### config.mk
export PLATFORM = sky130hd
export DESIGN_NAME = dma_xfer_ctrl
export DESIGN_NICKNAME = d
export VERILOG_FILES = /design/src/rtl/dma_xfer_pkg.sv /design/src/rtl/dma_xfer_datapath.sv /design/src/rtl/dma_xfer_control.sv /design/src/rtl/dma_xfer_ctrl.sv
export SDC_FILE = /design/constraint.sdc
export NUM_CORES = 1
export LEC_CHECK = 0
export ABC_AREA = 1
export BUFFER_PORTS_ARGS = -buffer_cell sky130_fd_sc_hd__buf_2
export CAP_MARGIN = 10
export CELL_PAD_IN_SITES_DETAIL_PLACEMENT = 0
export CELL_PAD_IN_SITES_GLOBAL_PLACEMENT = 2
export CORE_ASPECT_RATIO = 2
export CORE_MARGIN = 2
export CORE_UTILIZATION = 33
export CTS_BUF_LIST = sky130_fd_sc_hd__clkbuf_2 sky130_fd_sc_hd__clkbuf_4 sky130_fd_sc_hd__clkbuf_8
export DETAILED_ROUTE_END_ITERATION = 12
export PLACE_DENSITY_LB_ADDON = 0.1
export SLEW_MARGIN = 20
export SYNTH_ARGS = -nofsm -noshare
export SYNTH_HDL_FRONTEND = slang
export SYNTH_SLANG_ARGS = --single-unit
### constraint.sdc
create_clock -name clk -period 4 [get_ports clk]
set_clock_uncertainty 0.05 [all_clocks]
set_input_delay 0 -clock clk [delete_from_list [all_inputs] [get_ports clk]]
set_output_delay 0 -clock clk [all_outputs]
set_load 0.01 [all_outputs]
### src/rtl/dma_xfer_pkg.sv
package dma_xfer_pkg;

  typedef enum logic [1:0] {
    ST_IDLE = 2'd0,
    ST_REQ  = 2'd1,
    ST_GAP  = 2'd2
  } ctrlState_t;

  typedef struct packed {
    logic loadAddr;
    logic loadCount;
    logic loadMode;
    logic moveByte;
  } dpStrobe_t;

endpackage

### src/rtl/dma_xfer_datapath.sv
module dma_xfer_datapath
  import dma_xfer_pkg::*;
#(
  parameter int ADDR_W  = 16,
  parameter int COUNT_W = 16,
  parameter int DATA_W  = 8,
  parameter int CFG_W   = 16
) (
  input  logic              clk,
  input  logic              rst,
  input  dpStrobe_t         strobe,
  input  logic [CFG_W-1:0]  cfgData,
  input  logic [DATA_W-1:0] perData,
  output logic              countZero,
  output logic              countOne,
  output logic              stealMode,
  output logic [ADDR_W-1:0] memAddr,
  output logic [DATA_W-1:0] memData,
  output logic              memWe,
  output logic              perAck
);

  localparam logic [COUNT_W-1:0] COUNT_ONE = COUNT_W'(1);
  localparam logic [ADDR_W-1:0]  ADDR_STEP = ADDR_W'(1);

  logic [ADDR_W-1:0]  addrReg;
  logic [COUNT_W-1:0] countReg;

  assign countZero = (countReg == '0);
  assign countOne  = (countReg == COUNT_ONE);

  always_ff @(posedge clk) begin
    if (rst) begin
      addrReg   <= '0;
      countReg  <= '0;
      stealMode <= 1'b0;
      memAddr   <= '0;
      memData   <= '0;
      memWe     <= 1'b0;
      perAck    <= 1'b0;
    end else begin
      memWe  <= strobe.moveByte;
      perAck <= strobe.moveByte;
      if (strobe.loadAddr)  addrReg   <= cfgData[ADDR_W-1:0];
      if (strobe.loadCount) countReg  <= cfgData[COUNT_W-1:0];
      if (strobe.loadMode)  stealMode <= cfgData[0];
      if (strobe.moveByte) begin
        memAddr  <= addrReg;
        memData  <= perData;
        addrReg  <= addrReg + ADDR_STEP;
        countReg <= countReg - COUNT_ONE;
      end
    end
  end

endmodule

### src/rtl/dma_xfer_control.sv
module dma_xfer_control
  import dma_xfer_pkg::*;
(
  input  logic      clk,
  input  logic      rst,
  input  logic      start,
  input  logic      clearDone,
  input  logic      wrAddr,
  input  logic      wrCount,
  input  logic      wrMode,
  input  logic      busGrant,
  input  logic      perReq,
  input  logic      countZero,
  input  logic      countOne,
  input  logic      stealMode,
  output dpStrobe_t strobe,
  output logic      busReq,
  output logic      done
);

  ctrlState_t state, stateNext;
  logic busReqNext, doneNext;

  always_comb begin
    stateNext  = state;
    busReqNext = busReq;
    doneNext   = done;
    strobe     = '0;
    unique case (state)
      ST_IDLE: begin
        // configuration only accepted while idle
        strobe.loadAddr  = wrAddr;
        strobe.loadCount = wrCount;
        strobe.loadMode  = wrMode;
        if (clearDone) doneNext = 1'b0;
        if (start) begin
          if (countZero) begin
            doneNext = 1'b1;
          end else begin
            doneNext   = 1'b0;
            busReqNext = 1'b1;
            stateNext  = ST_REQ;
          end
        end
      end
      ST_REQ: begin
        if (busGrant && perReq) begin
          strobe.moveByte = 1'b1;
          if (countOne) begin
            busReqNext = 1'b0;
            doneNext   = 1'b1;
            stateNext  = ST_IDLE;
          end else if (stealMode) begin
            busReqNext = 1'b0;
            stateNext  = ST_GAP;
          end
        end
      end
      ST_GAP: begin
        busReqNext = 1'b1;
        stateNext  = ST_REQ;
      end
      default: begin
        busReqNext = 1'b0;
        stateNext  = ST_IDLE;
      end
    endcase
  end

  always_ff @(posedge clk) begin
    if (rst) begin
      state  <= ST_IDLE;
      busReq <= 1'b0;
      done   <= 1'b0;
    end else begin
      state  <= stateNext;
      busReq <= busReqNext;
      done   <= doneNext;
    end
  end

endmodule

### src/rtl/dma_xfer_ctrl.sv
module dma_xfer_ctrl
  import dma_xfer_pkg::*;
#(
  parameter int ADDR_W  = 16,
  parameter int COUNT_W = 16,
  parameter int DATA_W  = 8,
  parameter int CFG_W   = (ADDR_W > COUNT_W) ? ADDR_W : COUNT_W
) (
  input  logic              clk,
  input  logic              rst,
  input  logic [CFG_W-1:0]  cfgData,
  input  logic              wrAddr,
  input  logic              wrCount,
  input  logic              wrMode,
  input  logic              start,
  input  logic              clearDone,
  output logic              busReq,
  input  logic              busGrant,
  output logic [ADDR_W-1:0] memAddr,
  output logic [DATA_W-1:0] memData,
  output logic              memWe,
  input  logic              perReq,
  input  logic [DATA_W-1:0] perData,
  output logic              perAck,
  output logic              done
);

  dpStrobe_t strobe;
  logic countZero, countOne, stealMode;

  dma_xfer_control u_ctrl (
    .clk       (clk),
    .rst       (rst),
    .start     (start),
    .clearDone (clearDone),
    .wrAddr    (wrAddr),
    .wrCount   (wrCount),
    .wrMode    (wrMode),
    .busGrant  (busGrant),
    .perReq    (perReq),
    .countZero (countZero),
    .countOne  (countOne),
    .stealMode (stealMode),
    .strobe    (strobe),
    .busReq    (busReq),
    .done      (done)
  );

  dma_xfer_datapath #(
    .ADDR_W  (ADDR_W),
    .COUNT_W (COUNT_W),
    .DATA_W  (DATA_W),
    .CFG_W   (CFG_W)
  ) u_dp (
    .clk       (clk),
    .rst       (rst),
    .strobe    (strobe),
    .cfgData   (cfgData),
    .perData   (perData),
    .countZero (countZero),
    .countOne  (countOne),
    .stealMode (stealMode),
    .memAddr   (memAddr),
    .memData   (memData),
    .memWe     (memWe),
    .perAck    (perAck)
  );

endmodule

# [After elaboration in Yosys (flattened, before gate mapping)]
# Cells that the tools add are included.
# Widths: inputs -> output; s select.
[op_classes] add_sub_neg=2 eq_ne=9 mux=25 n_reduce_logical=8
[ops] cell="$mux 16" count=4
[ops] cell="$add 16x1->16 const B" count=1
[ops] cell="$eq 16x1->1 const B" count=1
[ops] cell="$logic_not 16->1" count=1
[ops] cell="$sub 16x1->16 const B" count=1
[ops] cell="$mux 1" count=12
[ops] cell="$mux 2" count=5
[ops] cell="$reduce_and 4->1" count=2
[ops] cell="$ne 2x2->1 const B" count=3
[ops] cell="$pmux 2 s3" count=1
[ops] cell="$reduce_bool 2->1" count=3
[ops] cell="$mux 3" count=1
[ops] cell="$ne 3x2->1 const B" count=1
[ops] cell="$ne 3x3->1 const B" count=1
[ops] cell="$pmux 1 s3" count=1
[ops] cell="$eq 2x1->1 const B" count=1
[ops] cell="$eq 2x2->1 const B" count=1
[ops] cell="$logic_not 2->1" count=1
[ops] cell="$ne 2x1->1 const B" count=1
[ops] cell="$pmux 1 s2" count=1
[ops] cell="$logic_and 1x1->1" count=1
[totals] regBits=62 out_inout_bits=28

# [Depth between registers and ports, before layout]
# Gate-level depths: netlist of the first run.
[depth] ltp_word=4 depth_mapped=10 ltp_nobuf=10

# [Cells and area by module]
# From an unflattened synthesis of the first run, not the netlist that was laid out.
[hier_totals] cells_unflattened=492 area_unflattened_um2=3219.3
[modules_own_cells] mod="dma_xfer_datapath" n_inst=1 cells_per_inst=454 area_each_um2=3005.4 seq_area_each_um2=1161.1
[modules_own_cells] mod="dma_xfer_control" n_inst=1 cells_per_inst=38 area_each_um2=214.0 seq_area_each_um2=60.1

# [Least setup slack after synthesis of the first run]
# Ideal clock, no wire load.
[synth_path] path_type="register -> register" from="register, netlist name u_ctrl.busReq" to="register u_dp.addrReg[11]" setup_ns=0.070 arrival_time_ns=1.239 path_slack_ns=2.641 stages_incl_launch_ff=7 cell_sequence="dfxtp_1 nand2_2 nor2_8 buf_6 nand2_2 o21a_1 a21oi_1"
[synth_lines] element="to (signal assigned)" line_no="dma_xfer_datapath.sv:44" source="if (strobe.loadAddr) addrReg <= cfgData[ADDR_W-1:0];"
[synth_lines] element="to (signal assigned)" line_no="dma_xfer_datapath.sv:50" source="addrReg <= addrReg + ADDR_STEP;"
[synth_lines] element="to (decl)" line_no="dma_xfer_datapath.sv:26" source="logic [ADDR_W-1:0] addrReg;"

==> Flow_metrics.wiki, run 1 <==
{| class="wikitable"
! Metric !! Value
|-
| Biggest cell delay along the critical path || 0.47 ns
|-
| Worst hold endpoint || u_dp.countReg[11]
|-
| Total wire length || 10.03 mm
|-
| Area share of the largest cell type after synthesis || 37.01%
|-
| Sum of overflow across all layers after global routing || 0
|-
| Initial antenna violation count || 0
|-
| Number of flops mapped to enable cells by yosys || 0
|-
| Footprint of the multi-input gates || 0.001787 mm2
|-
| Portion of total power attributed to the clock network || 29.6%
|-
| Register bit count reported by yosys || 61
|-
| Cell row count || 51
|-
| Die area || 0.01086 mm2
|-
| Most repeated library cell on the critical path || sky130_fd_sc_hd__nor2_1
|-
| Utilization after layout || 41.89%
|-
| Cell with the biggest individual delay on the critical path || sky130_fd_sc_hd__nand2_2
|-
| Cts repair resizes || 0
|-
| CTS tree || built
|-
| Number of hold violations in the final report || 0
|-
| Area growth, synth to finish || 23.97%
|-
| Worst endpoint data arrival time || 2.27 ns
|-
| Antenna-violating nets left || 0
|-
| Actual transition at the worst max-transition pin || 0.8706 ns
|-
| Sinks on the clock net || 61
|-
| Final clock period utilization by the worst path || 52.50%
|-
| FF/Latch Area || 0.001221 mm2
|-
| Average footprint of a synthesized cell || 6.559 um2
|-
| PortBufs || 60
|-
| Vias after detailed routing || 3462
|-
| TritonCTS buffer count || 9
|-
| Filler cell count in the final layout || 1096
|-
| FF-to-FF End || u_dp.addrReg[15]
|-
| Peak VDD IR || 0.2354 mV
|-
| Most repeated cell in the gate-level netlist after synthesis || sky130_fd_sc_hd__nand2_1
|-
| Async set-reset flop share out of synthesis || 0%
|-
| Average via count per standard cell || 4.835
|-
| Cell area after technology mapping || 0.003299 mm2
|-
| Cell Count Post-Placement || 676
|-
| Min-Delay Path Depth || 5
|-
| Number of buffers inserted to repair setup after CTS || 0
|-
| Cells taking the most area after synthesis || sky130_fd_sc_hd__dfxtp_1, sky130_fd_sc_hd__nand2_1, sky130_fd_sc_hd__nor2_1
|-
| Height of the chip || 145.4 um
|-
| Largest area contributor in the synthesized netlist || sky130_fd_sc_hd__dfxtp_1
|-
| Post-Synthesis Net Count || 539
|-
| Number of endpoints failing setup at the final stage || 0
|-
| Clock tree root driver cell || sky130_fd_sc_hd__clkbuf_8
|-
| First-pass DRT Iterations || 4
|-
| Final net count || 617
|-
| Part of the total power dissipated in sequential elements || 42.2%
|-
| Switch share || 35.26%
|-
| PwrDens || 431.0 mW/mm2
|-
| Post-synthesis cell type count || 34
|-
| Post-layout instance count excluding filler cells || 716
|-
| Data required time at the worst endpoint || 4.17 ns
|-
| Global routing usage summed across all routing layers || 20.17%
|-
| Core area || 0.009763 mm2
|-
| Net Switching || 0.0006215 W
|-
| Fraction of layout instances using a drive strength above 1 || 15.58%
|-
| Clock latency of the later-clocked register in the worst-skew pair || 0.34 ns
|-
| Worst hold path type || in -> reg
|-
| Wire length per cell || 14.01 um
|-
| Share of synthesized area occupied by flip-flops and latches || 37.01%
|-
| Startpoint of the worst-slack reg-to-reg timing path || u_ctrl.busReq
|-
| Combinational power share || 28.2%
|-
| Clock transition at the register clock pins on the worst setup and hold paths after CTS || 0.07 ns
|-
| Post-route DRC || 0
|-
| Die width || 74.71 um
|-
| Post-Syn Instances || 503
|-
| Largest net degree at the start of global routing || 62
|-
| Achievable frequency || 476.2 MHz
|-
| Pre-CTS worst setup slack || 1.898 ns
|-
| Number of global-route vias before repair || 3391
|-
| Initial cell density of the core || 33.79%
|-
| Cell class contributing the biggest share of worst-path delay || simple AND/OR/NAND/NOR gates
|-
| Depth of the worst register-to-register path || 9
|-
| I/O Pins || 61
|-
| Remaining max-slew budget at the tightest pin || 41.96%
|-
| Hold Buf Count CTS || 26
|-
| Critical path, cell by cell || inv_2 -> nor2_4 -> nand2_4 -> nand2_2 -> inv_2 -> nor2_1 -> nand2_1 -> nor2_1 -> nor2_1
|-
| Least setup slack across all paths after layout || 1.900 ns
|-
| Min cycle time layout || 2.100 ns
|-
| Ant. Diodes || 0
|-
| Deepest level of the CTS H-tree || 3
|-
| Worst reg2reg setup slack || 1.90 ns
|-
| First DRT Iteration DRCs || 198
|-
| Hold path startpoint || cfgData[11]
|-
| Syn. warnings || 0
|-
| HPWL after DPL || 7.009 mm
|-
| Final total negative setup slack || 0 ns
|-
| RSZ-0062 raised after global routing || no
|-
| Top post-synthesis cells by count || sky130_fd_sc_hd__nand2_1, sky130_fd_sc_hd__nor2_1, sky130_fd_sc_hd__dfxtp_1
|-
| Buffer and inverter count on the worst path || 2
|-
| Startpoint types || flip-flop
|-
| CP Class || reg -> reg
|-
| Standby leakage power || 1.909 nW
|-
| Kind of end point of the critical path || flip-flop
|-
| Fin. max-slew vios || 0
|-
| First-pass GRT wire length || 16.75 mm
|-
| Tot Pwr || 0.001763 W
|-
| Internal power component || 0.001141 W
|-
| Outcome || finished, final reports clean
|-
| Max capacitance violation total || 0
|-
| Max Fanout on Critical Path || 46
|-
| Longest Clk Path Bufs || 2
|-
| Dominant register cell in the synthesized netlist || sky130_fd_sc_hd__dfxtp_1
|-
| Weighted congestion reported at the end of routability-driven placement || 0.8597
|}
[worst max path at each step]
stage / depth (start not counted) / from / endpoint / slack, ns
finish: 9 / u_ctrl.busReq / u_dp.addrReg[15] / 1.90
CTS: 9 / u_ctrl.busReq / u_dp.addrReg[15] / 1.89
global placement: 9 / u_ctrl.busReq / u_dp.addrReg[15] / 1.94
global route: 9 / u_ctrl.busReq / u_dp.addrReg[15] / 1.62
detailed placement: 9 / u_ctrl.busReq / u_dp.addrReg[15] / 1.90
floorplan: 6 / u_ctrl.busReq / u_dp.addrReg[11] / 2.64
[routing by layer]
metal / part of all wire [%] / vias up / track usage [%] / wire [um]
met5: 0 / - / 0 / 0
met4: 3.0 / 0 / 8.661 / 302
met3: 2.8 / 16 / 3.740 / 277
met2: 53 / 69 / 35.53 / 5301
met1: 41 / 1594 / 22.71 / 4147
li1: - / 1783 / - / -
[power by group through the flow]
stage | logic [W] | registers [W] | clock network [W]
after floorplan | 0.000350 | 0.000749 | 0
after global placement | 0.000479 | 0.000756 | 0
after detailed placement | 0.000481 | 0.000756 | 0
after CTS | 0.000504 | 0.000743 | 0.000540
after global routing | 0.000574 | 0.000754 | 0.000567
final | 0.000498 | 0.000744 | 0.000521
[sequential cells by signal (all words and copies together), names as in the netlist]
signal	cells
u_dp.memAddr	16
u_dp.countReg	16
u_ctrl.state	1
u_dp.stealMode	1
u_dp.memWe	1
u_dp.memData	8
u_ctrl.done	1
u_ctrl.busReq	1
u_dp.addrReg	16
[worst reg2reg max path, stage by stage (launching register included)]
cell,delay (ns)
sky130_fd_sc_hd__dfxtp_1,0.45
sky130_fd_sc_hd__inv_2,0.09
sky130_fd_sc_hd__nor2_4,0.13
sky130_fd_sc_hd__nand2_4,0.31
sky130_fd_sc_hd__nand2_2,0.48
sky130_fd_sc_hd__inv_2,0.16
sky130_fd_sc_hd__nor2_1,0.12
sky130_fd_sc_hd__nand2_1,0.07
sky130_fd_sc_hd__nor2_1,0.09
sky130_fd_sc_hd__nor2_1,0.04
[stage by stage]
step | hold WS [ns] | instance area, um2
after floorplan | 0.01941 | 3299
after global placement | 0.1722 | 3646
after detailed placement | 0.1801 | 3646
after CTS | 0.02056 | 4090
after global routing | 0.06192 | 4090
final | 0.04554 | 4090
[cell usage in the layout, fill, tap and decap left out, drive strengths merged, types with 4 or more instances in the layout]
cell | netlist | final
nand2 | 111 | 111
buf | 13 | 61
clkbuf | 7 | 13
nor2 | 109 | 109
a31oi | 9 | 9
dfxtp | 61 | 61
nand3 | 25 | 25
xor2 | 4 | 4
nand4 | 5 | 5
or2 | 5 | 5
dlygate4sd3 | 0 | 26
inv | 43 | 42
a21oi | 31 | 31
o21ai | 62 | 62
[kinds of logic (layout without fill, tap and decap cells)]
group	Yosys count	in the layout	share of synthesized area, %
simple gates	260	260	33.75
fa+ha+maj	3	3	1.138
flops	61	61	37.01
compound gates	109	109	17.67
xor+xnor	6	6	1.593
buf+inv	64	145	8.836
[cell type report]
class	instances	share of cell area, %
Sequential cell	61	29.86
Timing Repair Buffer	87	13.89
Inverter	44	4.038
Clock inverter	1	0.1224
Multi-Input combinational cell	378	43.68
Tap cell	132	4.038
Clock buffer	13	4.374
(Power assumes the default switching activity.)
==> inputs of run 2 (changes only) <==
--- a/config.mk
+++ b/config.mk
@@ -12,7 +12,7 @@
 export CELL_PAD_IN_SITES_GLOBAL_PLACEMENT = 2
 export CORE_ASPECT_RATIO = 2
 export CORE_MARGIN = 2
-export CORE_UTILIZATION = 33
+export CORE_UTILIZATION = 31
 export CTS_BUF_LIST = sky130_fd_sc_hd__clkbuf_2 sky130_fd_sc_hd__clkbuf_4 sky130_fd_sc_hd__clkbuf_8
 export DETAILED_ROUTE_END_ITERATION = 12
 export PLACE_DENSITY_LB_ADDON = 0.1
==> constraint.sdc (replaced) <==
create_clock -name clk -period 2.14 [get_ports clk]
set_clock_uncertainty 0.05 [all_clocks]
set_input_delay 0 -clock clk [delete_from_list [all_inputs] [get_ports clk]]
set_output_delay 0 -clock clk [all_outputs]
set_load 0.01 [all_outputs]
==> Flow_metrics.wiki, run 2 (same netlist as run 1, synthesis figures left out) <==
{| class="wikitable"
! Metric !! Value
|-
| Cts repair resizes || 0
|-
| First DRT Iteration DRCs || 153
|-
| Core area || 0.01041 mm2
|-
| Die width || 76.95 um
|-
| Min-Delay Path Depth || 5
|-
| PortBufs || 60
|-
| Data required time at the worst endpoint || 2.38 ns
|-
| Startpoint types || flip-flop
|-
| Final clock period utilization by the worst path || 81.74%
|-
| Max Fanout on Critical Path || 37
|-
| Sinks on the clock net || 61
|-
| Kind of end point of the critical path || flip-flop
|-
| Total wire length || 10.40 mm
|-
| Combinational power share || 27.7%
|-
| Depth of the worst register-to-register path || 10
|-
| Achievable frequency || 571.7 MHz
|-
| Average via count per standard cell || 4.775
|-
| Deepest level of the CTS H-tree || 3
|-
| Sum of overflow across all layers after global routing || 0
|-
| I/O Pins || 61
|-
| Die area || 0.01153 mm2
|-
| Initial antenna violation count || 0
|-
| Height of the chip || 149.9 um
|-
| CP Class || reg -> reg
|-
| Cell row count || 53
|-
| Wire length per cell || 14.37 um
|-
| Post-route DRC || 0
|-
| Number of endpoints failing setup at the final stage || 0
|-
| Ant. Diodes || 0
|-
| Fin. max-slew vios || 0
|-
| Hold path startpoint || cfgData[12]
|-
| Number of hold violations in the final report || 0
|-
| Weighted congestion reported at the end of routability-driven placement || 0.8314
|-
| Part of the total power dissipated in sequential elements || 40.8%
|-
| Longest Clk Path Bufs || 2
|-
| Area growth, synth to finish || 25.10%
|-
| Peak VDD IR || 0.4372 mV
|-
| HPWL after DPL || 7.373 mm
|-
| Final net count || 618
|-
| RSZ-0062 raised after global routing || no
|-
| Clock tree root driver cell || sky130_fd_sc_hd__clkbuf_8
|-
| Largest net degree at the start of global routing || 62
|-
| Post-layout instance count excluding filler cells || 724
|-
| Largest registers in the final layout || u_dp.addrReg: 16 flops, u_dp.countReg: 16 flops, u_dp.memAddr: 16 flops
|-
| Initial cell density of the core || 31.69%
|-
| Actual transition at the worst max-transition pin || 0.4684 ns
|-
| Final worst hold slack || 0.01278 ns
|-
| Net Switching || 0.001208 W
|-
| Worst hold endpoint || u_dp.countReg[12]
|-
| Final total negative setup slack || 0 ns
|-
| First-pass GRT wire length || 16.70 mm
|-
| Switch share || 35.46%
|-
| Clock transition at the register clock pins on the worst setup and hold paths after CTS || 0.07 ns
|-
| Worst reg2reg setup slack || 0.39 ns
|-
| Standby leakage power || 1.927 nW
|-
| Worst hold path type || in -> reg
|-
| Outcome || finished, final reports clean
|-
| FF-to-FF End || u_dp.addrReg[12]
|-
| Clock latency of the later-clocked register in the worst-skew pair || 0.35 ns
|-
| Min cycle time layout || 1.749 ns
|-
| Startpoint of the worst-slack reg-to-reg timing path || u_ctrl.busReq
|-
| Pre-CTS worst setup slack || 0.3894 ns
|-
| CTS tree || built
|-
| Cell Count Post-Placement || 684
|-
| TritonCTS buffer count || 9
|-
| Most frequent standard cell in the layout excluding fill and tap cells || sky130_fd_sc_hd__nand2_1
|-
| Number of global-route vias before repair || 3334
|-
| Least setup slack across all paths after layout || 0.3908 ns
|-
| Fraction of layout instances using a drive strength above 1 || 16.35%
|-
| Antenna-violating nets left || 0
|-
| Worst endpoint data arrival time || 1.99 ns
|-
| Remaining max-slew budget at the tightest pin || 68.77%
|-
| Vias after detailed routing || 3457
|-
| Most used cells in the layout excluding fill and tap cells || sky130_fd_sc_hd__nand2_1, sky130_fd_sc_hd__nor2_1, sky130_fd_sc_hd__dfxtp_1
|-
| Portion of total power attributed to the clock network || 31.4%
|-
| Internal power component || 0.002200 W
|-
| Global routing usage summed across all routing layers || 18.79%
|-
| PwrDens || 825.6 mW/mm2
|-
| Max capacitance violation total || 0
|-
| Filler cell count in the final layout || 1175
|-
| First-pass DRT Iterations || 4
|}
==> run 2: power by group through the flow <==
stage                     logic (W)  clock network (W)  registers [W]
after floorplan            0.000654                  0        0.00140
after global placement     0.000925                  0        0.00141
after detailed placement   0.000921                  0        0.00142
after CTS                  0.000963            0.00112        0.00139
after global routing        0.00108            0.00115        0.00141
final                      0.000945            0.00107        0.00139
==> run 2: critical path, cell delays in order, from the launching register on <==
cell,delay (ns)
sky130_fd_sc_hd__dfxtp_1,0.47
sky130_fd_sc_hd__inv_2,0.10
sky130_fd_sc_hd__nor2_4,0.13
sky130_fd_sc_hd__nand2_4,0.12
sky130_fd_sc_hd__buf_4,0.28
sky130_fd_sc_hd__or2_1,0.26
sky130_fd_sc_hd__clkinv_1,0.04
sky130_fd_sc_hd__nand2_1,0.04
sky130_fd_sc_hd__nand2_1,0.06
sky130_fd_sc_hd__nor2_1,0.04
sky130_fd_sc_hd__nor2_1,0.08
==> run 2: worst max-delay path by stage <==
stage                             start          endpoint  slack [ns]  depth (start not counted)
after floorplan           u_ctrl.busReq  u_dp.addrReg[11]        0.78                          6
after global placement    u_ctrl.busReq  u_dp.countReg[7]        0.41                          8
after detailed placement  u_ctrl.busReq  u_dp.countReg[5]        0.39                          8
after CTS                 u_ctrl.busReq  u_dp.countReg[5]        0.36                          8
after global routing      u_ctrl.busReq  u_dp.countReg[5]        0.19                          8
final                     u_ctrl.busReq  u_dp.addrReg[12]        0.39                         10
==> run 2: through the flow <==
step | util [%] | total power [W] | cell area [um2]
final | 39.65 | 0.003408 | 4128
after global routing | 39.65 | 0.003650 | 4128
after CTS | 39.65 | 0.003473 | 4128
after detailed placement | 35.42 | 0.002338 | 3687
after global placement | 35.42 | 0.002339 | 3687
after floorplan | - | 0.002054 | 3299
==> run 2: final cells by class <==
cell class | instances | area, um2 | share of cell area, %
multi-input combinational | 378 | 1787 | 43.29
inverter | 44 | 165.2 | 4.001
sequential | 61 | 1221 | 29.58
clock inverter | 4 | 47.55 | 1.152
clock buffer | 12 | 152.6 | 3.698
timing repair buffer | 88 | 583.1 | 14.13
tap | 137 | 171.4 | 4.153
==> run 2: what timing repair did <==
action | 4_1_cts | 5_1_grt
endpoints found under the hold margin | 30 | 0
setup buffers | 0 | 0
hold buffers | 24 | 0
==> run 2: per-layer routing <==
| metal | track usage (%) | vias to the layer above | routed length (um) |
|---|---|---|---|
| met1 | 20.67 | 1572 | 4120 |
| li1 | - | 1790 | - |
| met5 | 0 | - | 0 |
| met4 | 9.727 | 0 | 369 |
| met2 | 34.21 | 77 | 5555 |
| met3 | 3.076 | 18 | 357 |
==> inputs of run 3 (changes only) <==
==> constraint.sdc (replaced) <==
create_clock -name clk -period 1.82 [get_ports clk]
set_clock_uncertainty 0.05 [all_clocks]
set_input_delay 0 -clock clk [delete_from_list [all_inputs] [get_ports clk]]
set_output_delay 0 -clock clk [all_outputs]
set_load 0.01 [all_outputs]
==> Flow_metrics.wiki, run 3 (same netlist as run 1, synthesis figures left out) <==
{| class="wikitable"
! Metric !! Value
|-
| Pre-CTS worst setup slack || 0.1788 ns
|-
| Initial cell density of the core || 31.69%
|-
| HPWL after DPL || 7.720 mm
|-
| Sinks on the clock net || 61
|-
| Standby leakage power || 1.994 nW
|-
| Final clock period utilization by the worst path || 92.48%
|-
| Largest registers in the final layout || u_dp.addrReg: 16 flops, u_dp.countReg: 16 flops, u_dp.memAddr: 16 flops
|-
| Most repeated library cell on the critical path || sky130_fd_sc_hd__dlygate4sd3_1
|-
| Clock transition at the register clock pins on the worst setup and hold paths after CTS || 0.08 ns
|-
| Actual transition at the worst max-transition pin || 0.4276 ns
|-
| Final total negative setup slack || 0 ns
|-
| Worst hold endpoint || u_dp.addrReg[6]
|-
| Clock tree root driver cell || sky130_fd_sc_hd__clkbuf_8
|-
| Biggest cell delay along the critical path || 0.55 ns
|-
| Total wire length || 10.70 mm
|-
| Global routing usage summed across all routing layers || 19.44%
|-
| FF-to-FF End || u_dp.stealMode
|-
| Final net count || 631
|-
| First-pass GRT wire length || 17.53 mm
|-
| Post-route DRC || 0
|-
| Number of endpoints failing setup at the final stage || 0
|-
| Min cycle time layout || 1.683 ns
|-
| Remaining max-slew budget at the tightest pin || 71.27%
|-
| Longest Clk Path Bufs || 2
|-
| Most used cells in the layout excluding fill and tap cells || sky130_fd_sc_hd__nand2_1, sky130_fd_sc_hd__nor2_1, sky130_fd_sc_hd__buf_2, sky130_fd_sc_hd__dfxtp_1, sky130_fd_sc_hd__o21ai_0
|-
| Die width || 76.95 um
|-
| Initial antenna violation count || 0
|-
| Die area || 0.01153 mm2
|-
| Filler cell count in the final layout || 1142
|-
| Deepest level of the CTS H-tree || 3
|-
| Ant. Diodes || 0
|-
| Wire length per cell || 14.54 um
|-
| Max Fanout on Critical Path || 47
|-
| Largest net degree at the start of global routing || 48
|-
| Startpoint of the worst-slack reg-to-reg timing path || u_ctrl.state[1]
|-
| Peak VDD IR || 0.5165 mV
|-
| Antenna-violating nets left || 0
|-
| Post-layout instance count excluding filler cells || 736
|-
| TritonCTS buffer count || 9
|-
| Hold path startpoint || cfgData[6]
|-
| Achievable frequency || 594.2 MHz
|-
| Fin. max-slew vios || 0
|-
| Startpoint types || input port
|-
| Most frequent standard cell in the layout excluding fill and tap cells || sky130_fd_sc_hd__nand2_1
|-
| Area growth, synth to finish || 28.63%
|-
| Average via count per standard cell || 4.841
|-
| Cell Count Post-Placement || 692
|-
| PwrDens || 934.3 mW/mm2
|-
| Cell row count || 53
|-
| CP Class || in -> reg
|-
| Core area || 0.01041 mm2
|-
| Data required time at the worst endpoint || 2.01 ns
|-
| Vias after detailed routing || 3563
|-
| FF/Latch Area || 0.001222 mm2
|-
| Critical path, cell by cell || dlygate4sd3_1 -> buf_2 -> inv_1 -> buf_12 -> o21ai_0 -> a21oi_1 -> dlygate4sd3_1
|-
| Height of the chip || 149.9 um
|-
| I/O Pins || 61
|-
| First DRT Iteration DRCs || 136
|-
| Depth of the worst register-to-register path || 6
|-
| Kind of end point of the critical path || flip-flop
|-
| Number of hold violations in the final report || 0
|-
| Outcome || finished, final reports clean
|-
| Weighted congestion reported at the end of routability-driven placement || 0.8937
|-
| Number of global-route vias before repair || 3519
|-
| Least setup slack across all paths after layout || 0.1369 ns
|-
| Clock latency of the later-clocked register in the worst-skew pair || 0.35 ns
|-
| Worst reg2reg setup slack || 0.15 ns
|-
| Sum of overflow across all layers after global routing || 0
|-
| Worst hold path type || in -> reg
|-
| Cell with the biggest individual delay on the critical path || sky130_fd_sc_hd__dlygate4sd3_1
|-
| PortBufs || 60
|-
| First-pass DRT Iterations || 4
|-
| Footprint of the multi-input gates || 0.001792 mm2
|-
| Worst endpoint data arrival time || 1.87 ns
|-
| Fraction of layout instances using a drive strength above 1 || 17.86%
|-
| RSZ-0062 raised after global routing || no
|-
| Min-Delay Path Depth || 4
|-
| Max capacitance violation total || 0
|-
| CTS tree || built
|}
-- run 3: cell count changes in the layout (fill, tap and decap cells not counted), sizes merged --
cell         change
dlygate4sd3      +2
buf             +11
clkbuf           +1
bufinv           -1
clkinvlp         -1
-- run 3: metal layers --
layer  global-route usage, %  vias to the layer above  part of all wire [%]
li1                        -                     1815                     -
met1                   20.24                     1658                    39
met2                   37.89                       72                    55
met3                   3.076                       18                   3.1
met4                   7.818                        0                   2.4
met5                       0                        -                     0
-- run 3: per-stage QoR --
stage	util, %	hold WS (ns)	instance area [um2]	power [W]
after floorplan	-	0.01941	3299	0.002415
after global placement	36.23	0.1753	3772	0.002801
after detailed placement	36.23	0.1807	3772	0.002803
after CTS	40.37	0.003477	4203	0.003991
after global routing	40.76	0.02814	4244	0.004234
final	40.76	0.02212	4244	0.003965
-- run 3: repair_timing --
item / CTS / global route
endpoints found under the setup margin: 0 / 4
buffers inserted: 0 / 3
resized for setup: 0 / 2
hold endpoints to repair: 33 / 0
hold buffers: 26 / 0
-- run 3: worst max path at each step --
stage	start	endpoint	slack, ns	depth (start not counted)
global route	rst	u_dp.stealMode	0.03	7
CTS	u_ctrl.state[1]	u_dp.stealMode	0.12	6
global placement	u_ctrl.state[1]	u_dp.countReg[7]	0.21	8
floorplan	u_ctrl.busReq	u_dp.addrReg[11]	0.46	6
finish	rst	u_dp.stealMode	0.14	7
detailed placement	u_ctrl.state[1]	u_dp.countReg[8]	0.18	8
-- run 3: critical path: cells and delay by family --
family / cells / cell delay [ns]
buffers and inverters: 5 / 1.74
AOI/OAI and AO/OA: 2 / 0.14
-- run 3: layout make-up --
type,instances,area share (%)
clock buffer,13,3.774
clock inverter,2,0.2358
inverter,44,3.892
multi-input combinational,378,42.22
sequential,61,28.80
tap,137,4.039
timing repair buffer,101,17.04
-- run 3: power by group --
part | internal [W] | switching, W
registers | 0.00149 | 0.000152
clock network | 0.000567 | 0.000550
logic | 0.000476 | 0.000734
total | 0.00253 | 0.00144
